### src/rtl/eagen_pkg.sv
package eagen_pkg;

    localparam int ADDR_W = 16;
    localparam int BYTE_W = 8;
    localparam int MODE_W = 3;

    typedef logic [ADDR_W-1:0] addr_t;
    typedef logic [BYTE_W-1:0] byte_t;

    typedef enum logic [MODE_W-1:0] {
        AM_INHERENT = 3'd0,
        AM_IMMED    = 3'd1,
        AM_PAGE0    = 3'd2,
        AM_FULL     = 3'd3,
        AM_INDEXED  = 3'd4,
        AM_BRANCH   = 3'd5
    } amode_e;

    // Operands of the single address adder plus side flags.
    typedef struct packed {
        addr_t base;
        addr_t offset;
        logic  mem;
        logic  alt;
    } ea_term_t;

    // Registered result.
    typedef struct packed {
        addr_t ea;
        logic  mem;
        logic  alt;
    } ea_res_t;

    function automatic addr_t zext_byte(byte_t b);
        return {{(ADDR_W-BYTE_W){1'b0}}, b};
    endfunction

    function automatic addr_t sext_byte(byte_t b);
        return {{(ADDR_W-BYTE_W){b[BYTE_W-1]}}, b};
    endfunction

endpackage

### src/rtl/eagen_term_sel.sv
module eagen_term_sel
    import eagen_pkg::*;
(
    input  logic [MODE_W-1:0] mode,
    input  logic              alt_prefix,
    input  byte_t             opnd_hi,
    input  byte_t             opnd_lo,
    input  addr_t             pc,
    input  addr_t             idx_a,
    input  addr_t             idx_b,
    output ea_term_t          term
);

    localparam addr_t ONE_BYTE = addr_t'(1);
    localparam addr_t TWO_BYTE = addr_t'(2);

    always_comb begin
        term = '0;
        case (mode)
            AM_INHERENT: begin
                term = '0;
            end
            AM_IMMED: begin
                term.base   = pc;
                term.offset = alt_prefix ? TWO_BYTE : ONE_BYTE;
                term.mem    = 1'b1;
            end
            AM_PAGE0: begin
                term.base   = '0;
                term.offset = zext_byte(opnd_lo);
                term.mem    = 1'b1;
            end
            AM_FULL: begin
                term.base   = {opnd_hi, opnd_lo};
                term.offset = '0;
                term.mem    = 1'b1;
            end
            AM_INDEXED: begin
                term.base   = alt_prefix ? idx_b : idx_a;
                term.offset = zext_byte(opnd_lo);
                term.mem    = 1'b1;
                term.alt    = alt_prefix;
            end
            AM_BRANCH: begin
                term.base   = pc;
                term.offset = sext_byte(opnd_lo);
                term.mem    = 1'b0;
            end
            default: begin
                term = '0;
            end
        endcase
    end

endmodule

### src/rtl/eagen_adder.sv
module eagen_adder #(
    parameter int WIDTH = 16
) (
    input  logic [WIDTH-1:0] a,
    input  logic [WIDTH-1:0] b,
    output logic [WIDTH-1:0] sum
);

    logic [WIDTH:0] full;

    always_comb begin
        full = {1'b0, a} + {1'b0, b};
        sum  = full[WIDTH-1:0];
    end

endmodule

### src/rtl/eagen_out_reg.sv
module eagen_out_reg
    import eagen_pkg::*;
(
    input  logic    clk,
    input  logic    rst,
    input  logic    load,
    input  ea_res_t d,
    output ea_res_t q,
    output logic    q_valid
);

    always_ff @(posedge clk) begin
        if (rst) begin
            q       <= '0;
            q_valid <= 1'b0;
        end else begin
            q_valid <= load;
            if (load) begin
                q <= d;
            end
        end
    end

endmodule

### src/rtl/eagen_top.sv
module eagen_top
    import eagen_pkg::*;
(
    input  logic        clk,
    input  logic        rst,
    input  logic        req_valid,
    input  logic [2:0]  mode,
    input  logic        alt_prefix,
    input  logic [7:0]  opnd_hi,
    input  logic [7:0]  opnd_lo,
    input  logic [15:0] pc,
    input  logic [15:0] idx_a,
    input  logic [15:0] idx_b,
    output logic        res_valid,
    output logic [15:0] ea,
    output logic        mem_access,
    output logic        alt_sel
);

    ea_term_t term;
    addr_t    sum;
    ea_res_t  next_res;
    ea_res_t  cur_res;

    eagen_term_sel u_sel (
        .mode       (mode),
        .alt_prefix (alt_prefix),
        .opnd_hi    (opnd_hi),
        .opnd_lo    (opnd_lo),
        .pc         (pc),
        .idx_a      (idx_a),
        .idx_b      (idx_b),
        .term       (term)
    );

    eagen_adder #(.WIDTH(ADDR_W)) u_add (
        .a   (term.base),
        .b   (term.offset),
        .sum (sum)
    );

    always_comb begin
        next_res.ea  = sum;
        next_res.mem = term.mem;
        next_res.alt = term.alt;
    end

    eagen_out_reg u_reg (
        .clk     (clk),
        .rst     (rst),
        .load    (req_valid),
        .d       (next_res),
        .q       (cur_res),
        .q_valid (res_valid)
    );

    assign ea         = cur_res.ea;
    assign mem_access = cur_res.mem;
    assign alt_sel    = cur_res.alt;

    p_inherent_quiet_r1: assert property (@(posedge clk) disable iff (rst)
        (req_valid && mode == 3'd0) |=> (ea == 16'h0000 && !mem_access));

    p_page0_bound_r3: assert property (@(posedge clk) disable iff (rst)
        (req_valid && mode == 3'd2) |=> (ea[15:8] == 8'h00 && ea[7:0] == $past(opnd_lo) && mem_access));

    p_indexed_unsigned_r5: assert property (@(posedge clk) disable iff (rst)
        (req_valid && mode == 3'd4) |=>
            (ea - ($past(alt_prefix) ? $past(idx_b) : $past(idx_a)) == {8'h00, $past(opnd_lo)}));

    p_alt_only_indexed_r7: assert property (@(posedge clk) disable iff (rst)
        (req_valid && mode != 3'd4) |=> !alt_sel);

    p_unused_code_r9: assert property (@(posedge clk) disable iff (rst)
        (req_valid && mode[2:1] == 2'b11) |=> (ea == 16'h0000 && !mem_access && !alt_sel));

    p_idle_hold_r10: assert property (@(posedge clk) disable iff (rst)
        !req_valid |=> (!res_valid && $stable(ea) && $stable(mem_access) && $stable(alt_sel)));

    p_reset_clear_r11: assert property (@(posedge clk)
        rst |=> (!res_valid && ea == 16'h0000 && !mem_access && !alt_sel));

endmodule

### config.mk
export PLATFORM = sky130hd
export DESIGN_NAME = eagen_top
export DESIGN_NICKNAME = d
export VERILOG_FILES = /design/src/rtl/eagen_pkg.sv /design/src/rtl/eagen_term_sel.sv /design/src/rtl/eagen_adder.sv /design/src/rtl/eagen_out_reg.sv /design/src/rtl/eagen_top.sv
export SDC_FILE = /design/constraint.sdc
export NUM_CORES = 1
export LEC_CHECK = 0
export ABC_AREA = 1
export ABC_CLOCK_PERIOD_IN_PS = 3500
export BUFFER_PORTS_ARGS = -buffer_cell sky130_fd_sc_hd__buf_4
export CORE_ASPECT_RATIO = 1.4
export CORE_MARGIN = 2
export CORE_UTILIZATION = 49
export DETAILED_ROUTE_END_ITERATION = 6
export GPL_TIMING_DRIVEN = 0
export PLACE_DENSITY = 0.92
export SYNTH_ARGS = -nofsm -noshare
export SYNTH_HDL_FRONTEND = slang
export SYNTH_SLANG_ARGS = --single-unit
### constraint.sdc
create_clock -name clk -period 3.5 [get_ports clk]
set_clock_uncertainty 0.2 [all_clocks]
set_input_delay 0.525 -clock clk [delete_from_list [all_inputs] [get_ports clk]]
set_output_delay 0.525 -clock clk [all_outputs]
set_load 0.02 [all_outputs]
# After elaboration in Yosys (flattened, before gate mapping)
# Index checks and enable logic that the tools add are counted.
[totals]
out_inout_bits = 19
inputBits = 71
word_cells = 14
ff_bits = 19
[op_classes]
n_eq_ne = 5
add_sub_neg = 1
muxes = 4
[ops]
columns = ["op", "n"]
rows = [
  ["$pmux W33 S5", 1],
  ["$add A16 B16 Y16", 1],
  ["$mux W16", 1],
  ["$eq A3 B2 Y1 const B", 2],
  ["$eq A3 B3 Y1 const B", 2],
  ["$eq A3 B1 Y1 const B", 1],
  ["$mux W2", 1],
  ["$mux W1", 1],
]

# Logic depth before layout (Yosys ltp)
# Gate-level depths: netlist (run 1).
[logic_depth]
depth_word = 3
ltp_mapped = 20
ltp_nobuf = 19

# Cells and area by module
# Synthesis (run 1) repeated with hierarchy kept, for this count alone.
[unflattened]
cells_unflattened = 455
area_unflattened_um2 = 2507.4
[by_module_without_submodules]
columns = ["module", "seq_area_each_um2", "cells_each", "instances", "area_each_um2"]
rows = [
  ["eagen_adder", 0.0, 176, 1, 930.9],
  ["eagen_out_reg", 380.4, 117, 1, 843.3],
  ["eagen_term_sel", 0.0, 162, 1, 733.2],
]

# Least setup slack after synthesis (run 1)
# No wires, ideal clock.
[synth_timing]
kind = "input -> register"
startpoint = "in alt_prefix"
endpoint = "reg u_reg.q[16] in the netlist's numbering"
required_ns = 3.183
path_stages = 17
setup_time_ns = 0.117
arrival_time_ns = 2.524
path_slack_ns = 0.659
n_path_buf = 2
cell_sequence = "buf_2 inv_2 clkbuf_1 nand2_1 a21oi_1 a221o_1 ha_1 inv_1 fa_1 inv_1 nand4_1 nand2_1 nand2_1 nand3_1 nand2_1 nor2_1 nor2_1"
[synth_between]
elab_chain_len = 3
word_cells_on_any_way = 4
cone_classes = "1 x add/sub; 3 x mux"
[synth_lines]
columns = ["element", "line_no", "source"]
rows = [
  ["start: declaration", "eagen_top.sv:8", "input logic alt_prefix,"],
  ["$mux W16 or $mux W2 (tied branches)", "eagen_term_sel.sv:39, eagen_term_sel.sv:25", ""],
  ["$pmux W33 S5 (*)", "eagen_term_sel.sv:19", "case (mode)"],
  ["$add A16 B16 Y16 (*)", "eagen_adder.sv:12", "full = {1'b0, a} + {1'b0, b};"],
  ["end signal: assignment", "eagen_out_reg.sv:14", "q <= '0;"],
  ["end signal: assignment", "eagen_out_reg.sv:19", "q <= d;"],
  ["end: declaration", "eagen_out_reg.sv:8", "output ea_res_t q,"],
]
# Every way passes the cells marked *; elsewhere a longest branch is shown, timed or not.
# A chain may end at the register's enable or synchronous reset.

# Worst setup path in the final report (run 1)
# Ends and elaborated chain as after synthesis.

==> out/metrics.csv, run 1 <==
stage;metric;value;unit
global_route;antenna violations before repair;0;
sta;fin crit period;3.06;ns
clock_network;Clock Sinks;19;
synthesis;area share of the largest cell type after synthesis;20.1;%
route;first-pass iteration count of the detailed router;4;
synthesis;syn avg cell area;5.78;um^2
route;DRT antenna net count;0;
place;Area after DPL;0.00283;mm^2
global_route;vias in the first global route;2416;
layout;Cell Count, Final, Fillers Out;504;
sta;Total Negative Setup Slacks;0;ns
place;GP Congestion;0.890;
synthesis;biggest area consumer among synthesized cells;nand2_1;
worst_setup_path;WS Path Type;input pin to flop;
worst_setup_path;depth of the most critical reg-to-reg path;4;
layout;design area;0.00288;mm^2
sta;Worst slew margin;66.4;%
synthesis;synthesized area;0.00213;mm^2
synthesis;largest cells by area after synthesis;nand2_1 (20%), dfxtp_1 (18%), inv_1 (10%);
route;Iter 0 DRT Violations;77;
route;Vias/cell;5.30;
clock_network;CTS max path bufs;2;
clock_network;Clock transition at path regs;0.07;ns
clock_network;cts hold-fix bufs;0;
sta;max-slew violations;0;
layout;layout cells sized above 1;22.7;%
clock_network;root buffer cell;clkbuf_8;
clock_network;Post-CTS Setup Bufs;0;
synthesis;ys async rst share;0;%
pwr;Total Power;0.690;mW
worst_setup_path;CP Max Fanout;10;
clock_network;clock latency on the worst-skew pair;0.25;ns
clock_network;TritonCTS Buffers;3;
pwr;Max IR drop VDD;0.127;mV
synthesis;synth unique cells;30;
sta;Final WS setup;0.436;ns
clock_network;post-CTS sizing;0;
die;Ports;90;
pwr;PwrDens;240;mW/mm^2
synthesis;number of synthesized flops with an enable pin;0;
layout;utilization after layout;68.5;%
synthesis;synth warn;0;
worst_setup_path;critical path launch point type;input pin;
clock_network;H-tree depth;1;
synthesis;cell with the most instances after synthesis;nand2_1;
die;Core Region;0.00420;mm^2
global_route;Total GRT Usage;25.0;%
layout;Final Net Count;547;
worst_setup_path;Critical Path AT;3.02;ns
synthesis;Synth Net Count;456;
place;port bufs;86;
die;die extent in y;82.0;um
sta;unrepaired setup endpoints after global routing;false;
synthesis;#FFs+latches synth;19;
place;placed cell count;500;
die;cell row count;28;
place;Placement Setup Slack;0.151;ns
layout;fillers;408;
die;Initial Utilization;50.7;%
sta;Final setup viols;0;
die;die area;0.00490;mm^2
synthesis;synth cell count leaders;nand2_1 (114), inv_1 (58), nor2_1 (37), a21oi_1 (31), nand3_1 (24);
route;DRC viols;0;
synthesis;Post-synth top flop;dfxtp_1;
layout;area delta synth->final;35.0;%
global_route;total grt overflow;0;
pwr;static leakage;1.68;nW
run_status;outcome;complete, no violations;
sta;Hold Fails Final Rpt;0;
layout;Ant. Diodes;0;
sta;fmax;0.326;GHz
sta;actual slew at the worst max-slew pin;0.505;ns
worst_setup_path;Req. time, crit path;3.45;ns
die;Die X;59.8;um
route;final WL;6.02;mm
job;max_cap viols;0;
global_route;first-pass GRT wire length;9.63;mm
place;Post-DP HPWL;5.14;mm
layout;FF/Latch Area;380;um^2
sta;Final Cycle Share;87.6;%
synthesis;sequential fraction of the synthesis area;17.8;%
layout;area of the multi-input gates;0.00147;mm^2
sta;Hold WS;0.276;ns
route;routed via count;2671;
worst_setup_path;endpoint type of the worst setup path;flop;
worst_hold_path;WHS Path Cells;2;
global_route;pin count of the biggest net entering global routing;11;
clock_network;CTS tree;built;
route;wire per inst;11.9;um
synthesis;Post-Syn Instances;369;
worst_hold_path;worst min path class;flop to flop;
## kinds of logic after synthesis
kind of cell    after synthesis  share of synthesized area (%)
flops                        19                           17.8
fa+ha+maj                    16                           9.74
compound gates               63                           18.7
simple gates                193                           38.3
xor+xnor                      5                           2.05
buf+inv                      73                           13.4
## cell usage in the layout (no fill, tap or decap), types with 4 or more instances in the layout
master / n
inv_1: 58
nand3_1: 24
a221o_1: 14
dfxtp_1: 19
nor2_1: 37
o21ai_0: 11
ha_1: 15
nand2_1: 114
buf_4: 86
clkbuf_1: 6
a21oi_1: 31
buf_2: 4
inv_2: 4
nand4_1: 7
## path summary, 6_finish.rpt
path,slack (ns),startpoint,to
min,0.28,u_reg.q[10],u_reg.q[10]
min reg2reg,0.28,u_reg.q[10],u_reg.q[10]
max reg2reg,2.64,u_reg.q[14],u_reg.q[14]
max,0.44,alt_prefix,u_reg.q[16]
## where the power goes
part	internal, mW	leakage, nW	total, mW	switching, mW
registers	0.233	0.157	0.241	0.00788
logic	0.138	1.50	0.298	0.160
clock network	0.0809	0.0228	0.151	0.0697
total	0.452	1.68	0.690	0.238
## layer usage
metal / GRT usage [%] / part of all wire [%] / wire (um)
met3: 1.42 / 3.8 / 230
met5: 0 / 0 / 0
met4: 12.0 / 3.3 / 200
met2: 47.2 / 52 / 3130
met1: 27.3 / 41 / 2460
## state kept, by name (all words and copies together), names as in the netlist
signal and cells:
u_reg.q_valid 1, u_reg.q 18
## final cells by class
cell class,instances,area share [%]
buffer,11,1.87
inverter,62,8.08
tap,45,1.96
multi-input combinational,277,50.9
clock buffer,4,1.56
sequential,19,13.2
timing repair buffer,86,22.4
## critical path, cell delays in order
cell	delay, ns
buf_2	0.16
inv_2	0.14
clkbuf_1	0.39
nand2_1	0.11
a21oi_1	0.18
a221o_1	0.14
ha_1	0.18
inv_1	0.06
fa_1	0.40
inv_1	0.09
nand4_1	0.09
nand2_1	0.17
nand2_1	0.10
nand3_1	0.09
nand2_1	0.05
nor2_1	0.10
nor2_1	0.04
No activity file was read; power rests on OpenSTA's default activity.
==> inputs of run 2 (changes only) <==
Settings changed: CTS_BUF_LIST set to sky130_fd_sc_hd__clkbuf_8 sky130_fd_sc_hd__clkbuf_16, RECOVER_POWER set to 50.
==> out/metrics.csv, run 2 (synthesis results as in run 1) <==
stage;metric;value;unit;change
die;die extent in y;82.0;um;unchanged
layout;Final Net Count;547;;unchanged
global_route;vias in the first global route;2416;;unchanged
sta;Worst slew margin;66.6;%;+0.20 points
pwr;static leakage;1.61;nW;-4.2%
worst_setup_path;WS Path Type;input pin to flop;;
global_route;Total GRT Usage;25.0;%;unchanged
die;Ports;90;;unchanged
sta;Total Negative Setup Slacks;0;ns;unchanged
clock_network;Clock Sinks;19;;unchanged
pwr;Max IR drop VDD;0.127;mV;-0.47%
sta;max-slew violations;0;;unchanged
worst_setup_path;critical path launch point type;input pin;;
worst_hold_path;worst min path class;flop to flop;;
die;Core Region;0.00420;mm^2;unchanged
worst_setup_path;R2R Setup Slk;2.63;ns;about the same
clock_network;CTS tree;built;;
worst_setup_path;Bufs and invs on worst path;5;;unchanged
clock_network;Post-CTS Setup Bufs;0;;unchanged
worst_setup_path;CP Max Fanout;10;;unchanged
place;placed cell count;500;;unchanged
worst_setup_path;most used cell, CP;nand2_1;;
sta;actual slew at the worst max-slew pin;0.502;ns;-0.00303 ns
place;Post-DP HPWL;5.14;mm;unchanged
worst_setup_path;endpoint type of the worst setup path;flop;;
sta;fin crit period;3.07;ns;+0.00528 ns
pwr;PwrDens;240;mW/mm^2;about the same
route;final WL;6.04;mm;+0.33%
sta;Final Cycle Share;87.7;%;+0.15 points
layout;Largest register FFs;18;;unchanged
route;first-pass iteration count of the detailed router;5;;+1
layout;Cell Count, Final, Fillers Out;504;;unchanged
clock_network;post-CTS sizing;0;;unchanged
sta;Hold WS;0.274;ns;-0.00217 ns
layout;most common cell after layout, fill and taps aside;nand2_1;;
global_route;pin count of the biggest net entering global routing;11;;unchanged
clock_network;cts hold-fix bufs;0;;unchanged
clock_network;root buffer cell;clkbuf_8;;
layout;area delta synth->final;31.8;%;
route;Vias/cell;5.33;;+0.56%
worst_setup_path;CP Cell Sequence;buf_2 -> inv_2 -> clkbuf_1 -> nand2_1 -> a21oi_1 -> a221o_1 -> ha_1 -> inv_1 -> fa_1 -> inv_1 -> nand4_1 -> nand2_1 -> nand2_1 -> nand3_1 -> nand2_1 -> nor2_1 -> nor2_1;;
global_route;antenna violations before repair;0;;unchanged
sta;Final setup viols;0;;unchanged
layout;fillers;420;;+2.9%
route;DRC viols;0;;unchanged
layout;most frequent cells in the layout;nand2_1 (114), buf_4 (68), inv_1 (59);;
place;port bufs;86;;unchanged
worst_setup_path;r2r startpoint;u_reg.q[14];;
die;die area;0.00490;mm^2;unchanged
clock_network;clock latency on the worst-skew pair;0.25;ns;about the same
sta;fmax;0.326;GHz;-0.17%
die;Initial Utilization;50.7;%;unchanged
clock_network;Clock transition at path regs;0.07;ns;about the same
sta;Hold Fails Final Rpt;0;;unchanged
worst_hold_path;worst hold start;u_reg.q[10];;
layout;largest registers;u_reg.q (18), u_reg.q_valid (1);;
route;Iter 0 DRT Violations;90;;+17%
clock_network;CTS max path bufs;2;;unchanged
job;max_cap viols;0;;unchanged
die;Die X;59.8;um;unchanged
sta;unrepaired setup endpoints after global routing;false;;
run_status;outcome;complete, no violations;;
clock_network;H-tree depth;1;;unchanged
global_route;first-pass GRT wire length;9.63;mm;unchanged
worst_setup_path;slowest stage delay, CP;0.40;ns;about the same
worst_setup_path;Crit. Startpoint;alt_prefix;;
place;GP Congestion;0.890;;unchanged
worst_setup_path;slowest cell on the critical path;fa_1;;
worst_setup_path;Req. time, crit path;3.45;ns;about the same
layout;Reg with most FFs;u_reg.q;;
global_route;total grt overflow;0;;unchanged
die;cell row count;28;;unchanged
worst_setup_path;Critical Path AT;3.02;ns;about the same
route;routed via count;2686;;+0.56%
route;wire per inst;12.0;um;+0.33%
layout;layout cells sized above 1;18.5;%;-4.1 points
clock_network;TritonCTS Buffers;3;;unchanged
route;DRT antenna net count;0;;unchanged
layout;Ant. Diodes;0;;unchanged
worst_setup_path;crit-path leading delay family;buffers and inverters;;
==> run 2: stage by stage <==
| step | power [mW] | instance area [um^2] | setup WS [ns] | utilization (%) |
|---|---|---|---|---|
| after floorplan | 0.419 | 2130 | 0.659 | - |
| after global placement | 0.535 | 2830 | 0.302 | 67.4 |
| after detailed placement | 0.542 | 2830 | 0.151 | 67.4 |
| after CTS | 0.686 | 2880 | 0.415 | 68.5 |
| after global routing | 0.716 | 2810 | 0.201 | 66.8 |
| final | 0.673 | 2810 | 0.430 | 66.8 |
==> run 2: routing by layer <==
layer | share of wire (%) | global-route usage (%) | wire, um | up-vias
met5 | 0 | 0 | 0 | -
met4 | 3.2 | 12.0 | 196 | 0
met3 | 4.3 | 1.42 | 258 | 17
met2 | 51 | 47.2 | 3110 | 95
met1 | 41 | 27.3 | 2480 | 1197
li1 | - | - | - | 1377
==> run 2: where the power goes <==
| part | internal [mW] | switching (mW) |
|---|---|---|
| combinational | 0.125 | 0.161 |
| clock | 0.0780 | 0.0695 |
| sequential | 0.233 | 0.00738 |
==> run 2: worst paths after layout <==
kind | to | cells after the start
max | u_reg.q[16] | 17
max reg2reg | u_reg.q[14] | 4
min | u_reg.q[10] | 2
min reg2reg | u_reg.q[10] | 2
==> run 2: worst register-to-register path, cell delays in order (launching register included) <==
cell	delay, ns
dfxtp_1	0.31
nor2_1	0.10
nor2_1	0.05
nand2_1	0.07
inv_1	0.04
==> run 2: layout make-up <==
type | count | area, um^2 | share of cell area (%)
buffer | 11 | 52.6 | 1.87
clock inverter | 1 | 3.75 | 0.134
tap | 45 | 56.3 | 2.00
inverter | 62 | 233 | 8.28
sequential | 19 | 380 | 13.5
multi-input combinational | 277 | 1470 | 52.1
clock buffer | 3 | 41.3 | 1.47
timing repair buffer | 86 | 578 | 20.6
==> inputs of run 3 (changes only) <==
==> constraint.sdc (replaced) <==
create_clock -name clk -period 3.5 [get_ports clk]
set_clock_uncertainty 0.2 [all_clocks]
set_input_delay 0.525 -clock clk [delete_from_list [all_inputs] [get_ports clk]]
set_output_delay 0.525 -clock clk [all_outputs]
set_load 0.005 [all_outputs]
==> out/metrics.csv, run 3 (synthesis results as in run 1) <==
stage;metric;value;unit;change
run_status;outcome;complete, no violations;;
global_route;Total GRT Usage;25.0;%;unchanged
worst_hold_path;worst min path class;flop to flop;;
clock_network;Clock transition at path regs;0.07;ns;about the same
route;first-pass iteration count of the detailed router;4;;-1
pwr;Psw;0.218;mW;-8.0%
layout;Largest register FFs;18;;unchanged
clock_network;TritonCTS Buffers;3;;unchanged
sta;Final setup viols;0;;unchanged
clock_network;CTS tree;built;;
global_route;total grt overflow;0;;unchanged
pwr;PwrDens;231;mW/mm^2;-3.6%
route;DRC viols;0;;unchanged
clock_network;root buffer cell;clkbuf_8;;
clock_network;Post-CTS Setup Bufs;0;;unchanged
global_route;first-pass GRT wire length;9.63;mm;unchanged
layout;most frequent cells in the layout;nand2_1 (114), buf_4 (68), inv_1 (59);;
sta;unrepaired setup endpoints after global routing;false;;
clock_network;H-tree depth;1;;unchanged
worst_setup_path;WS Path Type;input pin to flop;;
clock_network;post-CTS sizing;0;;unchanged
worst_setup_path;slowest stage delay, CP;0.40;ns;about the same
clock_network;cts hold-fix bufs;0;;unchanged
pwr;sequential power share;36.2;%;+0.5 points
sta;Final Cycle Share;87.6;%;about the same
worst_setup_path;CP Max Fanout;10;;unchanged
pwr;Max IR drop VDD;0.126;mV;-0.35%
pwr;Pint;0.446;mW;+2.4%
route;wire per inst;11.9;um;-0.45%
clock_network;Clock Sinks;19;;unchanged
sta;Hold Fails Final Rpt;0;;unchanged
route;Vias/cell;5.33;;about the same
route;DRT antenna net count;0;;unchanged
die;Die X;59.8;um;unchanged
route;final WL;6.01;mm;-0.45%
worst_setup_path;CP Cell Sequence;buf_2 -> inv_2 -> clkbuf_1 -> nand2_1 -> a21oi_1 -> a221o_1 -> ha_1 -> inv_1 -> fa_1 -> inv_1 -> nand4_1 -> nand2_1 -> nand2_1 -> nand3_1 -> nand2_1 -> nor2_1 -> nor2_1;;
layout;layout cells sized above 1;22.4;%;+3.9 points
sta;Total Negative Setup Slacks;0;ns;unchanged
worst_setup_path;Bufs and invs on worst path;5;;unchanged
layout;fillers;409;;-2.6%
sta;fin crit period;3.07;ns;-0.00299 ns
global_route;pin count of the biggest net entering global routing;11;;unchanged
route;WL met3;233;um;-9.7%
place;port bufs;86;;unchanged
sta;Worst slew margin;65.7;%;-0.90 points
route;Iter 0 DRT Violations;75;;-17%
die;Initial Utilization;50.7;%;unchanged
worst_setup_path;critical path launch point type;input pin;;
pwr;static leakage;1.67;nW;+4.0%
route;Met2 Routed Length;3.14;mm;+1.1%
pwr;clock power share;22.2;%;+0.3 points
sta;fmax;0.326;GHz;about the same
sta;actual slew at the worst max-slew pin;0.515;ns;+0.0135 ns
route;highest metal layer with signal wires;met4;;
layout;most common cell after layout, fill and taps aside;nand2_1;;
layout;Cell Count, Final, Fillers Out;504;;unchanged
die;Ports;90;;unchanged
job;max_cap viols;0;;unchanged
layout;area delta synth->final;35.0;%;
die;cell row count;28;;unchanged
layout;Final Net Count;547;;unchanged
place;GP Congestion;0.890;;unchanged
die;die extent in y;82.0;um;unchanged
pwr;switching share of power;32.9;%;-2.4 points
place;Post-DP HPWL;5.14;mm;unchanged
layout;largest registers;u_reg.q (18), u_reg.q_valid (1);;
global_route;antenna violations before repair;0;;unchanged
clock_network;clock latency on the worst-skew pair;0.25;ns;about the same
route;routed via count;2688;;+0.074%
layout;Reg with most FFs;u_reg.q;;
worst_setup_path;endpoint type of the worst setup path;flop;;
worst_setup_path;Critical Path AT;3.02;ns;about the same
die;Core Region;0.00420;mm^2;unchanged
worst_setup_path;slowest cell on the critical path;fa_1;;
worst_setup_path;most used cell, CP;nand2_1;;
die;die area;0.00490;mm^2;unchanged
sta;max-slew violations;0;;unchanged
place;placed cell count;500;;unchanged
route;met1 WL;2.46;mm;-0.93%
worst_setup_path;crit-path leading delay family;buffers and inverters;;
clock_network;CTS max path bufs;2;;unchanged
layout;Ant. Diodes;0;;unchanged
pwr;Comb power frac;41.6;%;-0.8 points
worst_setup_path;Req. time, crit path;3.45;ns;about the same
global_route;vias in the first global route;2416;;unchanged
-- run 3: through the flow --
stage          power (mW)  utilization (%)  setup WS, ns  cell area [um^2]  hold WS (ns)
6_report            0.665             68.5         0.433              2880         0.274
5_1_grt             0.708             68.5         0.201              2880         0.305
4_1_cts             0.666             68.5         0.415              2880         0.276
3_5_place_dp        0.522             67.4         0.151              2830         0.264
3_3_place_gp        0.516             67.4         0.302              2830         0.265
2_1_floorplan       0.400                -         0.659              2130         0.265
-- run 3: cell type report --
| cell class | instances | area [um^2] | share of cell area, % |
|---|---|---|---|
| clock buffers | 3 | 41.3 | 1.43 |
| flip-flops and latches | 19 | 380 | 13.2 |
| clock inverters | 1 | 3.75 | 0.130 |
| inverters | 62 | 233 | 8.09 |
| multi-input cells | 277 | 1470 | 50.9 |
| well taps | 45 | 56.3 | 1.96 |
| plain buffers | 11 | 52.6 | 1.83 |
| repair buffers | 86 | 646 | 22.4 |
-- run 3: final timing paths --
check	startpoint	end	slack, ns	cells past startpoint
worst min-delay path	u_reg.q[10]	u_reg.q[10]	0.27	2
worst max-delay path	alt_prefix	u_reg.q[16]	0.43	17
worst max register to register	u_reg.q[14]	u_reg.q[14]	2.63	4
worst min register to register	u_reg.q[10]	u_reg.q[10]	0.27	2
-- run 3: layer usage --
layer / up-vias / track usage (%)
met5: - / 0
met4: 0 / 12.0
met3: 15 / 1.42
met2: 88 / 47.2
met1: 1204 / 27.3
li1: 1381 / -
-- run 3: worst register-to-register path, cell delays in order, from the launching register on --
cell and delay (ns):
dfxtp_1 0.31, nor2_1 0.10, nor2_1 0.05, nand2_1 0.07, inv_1 0.04
-- run 3: power by group through the flow --
| stage | combinational [mW] | clock [mW] | sequential, mW |
|---|---|---|---|
| 2_1_floorplan | 0.153 | 0 | 0.247 |
| 3_3_place_gp | 0.270 | 0 | 0.245 |
| 3_5_place_dp | 0.276 | 0 | 0.246 |
| 4_1_cts | 0.278 | 0.147 | 0.241 |
| 5_1_grt | 0.309 | 0.156 | 0.242 |
| 6_report | 0.276 | 0.147 | 0.241 |
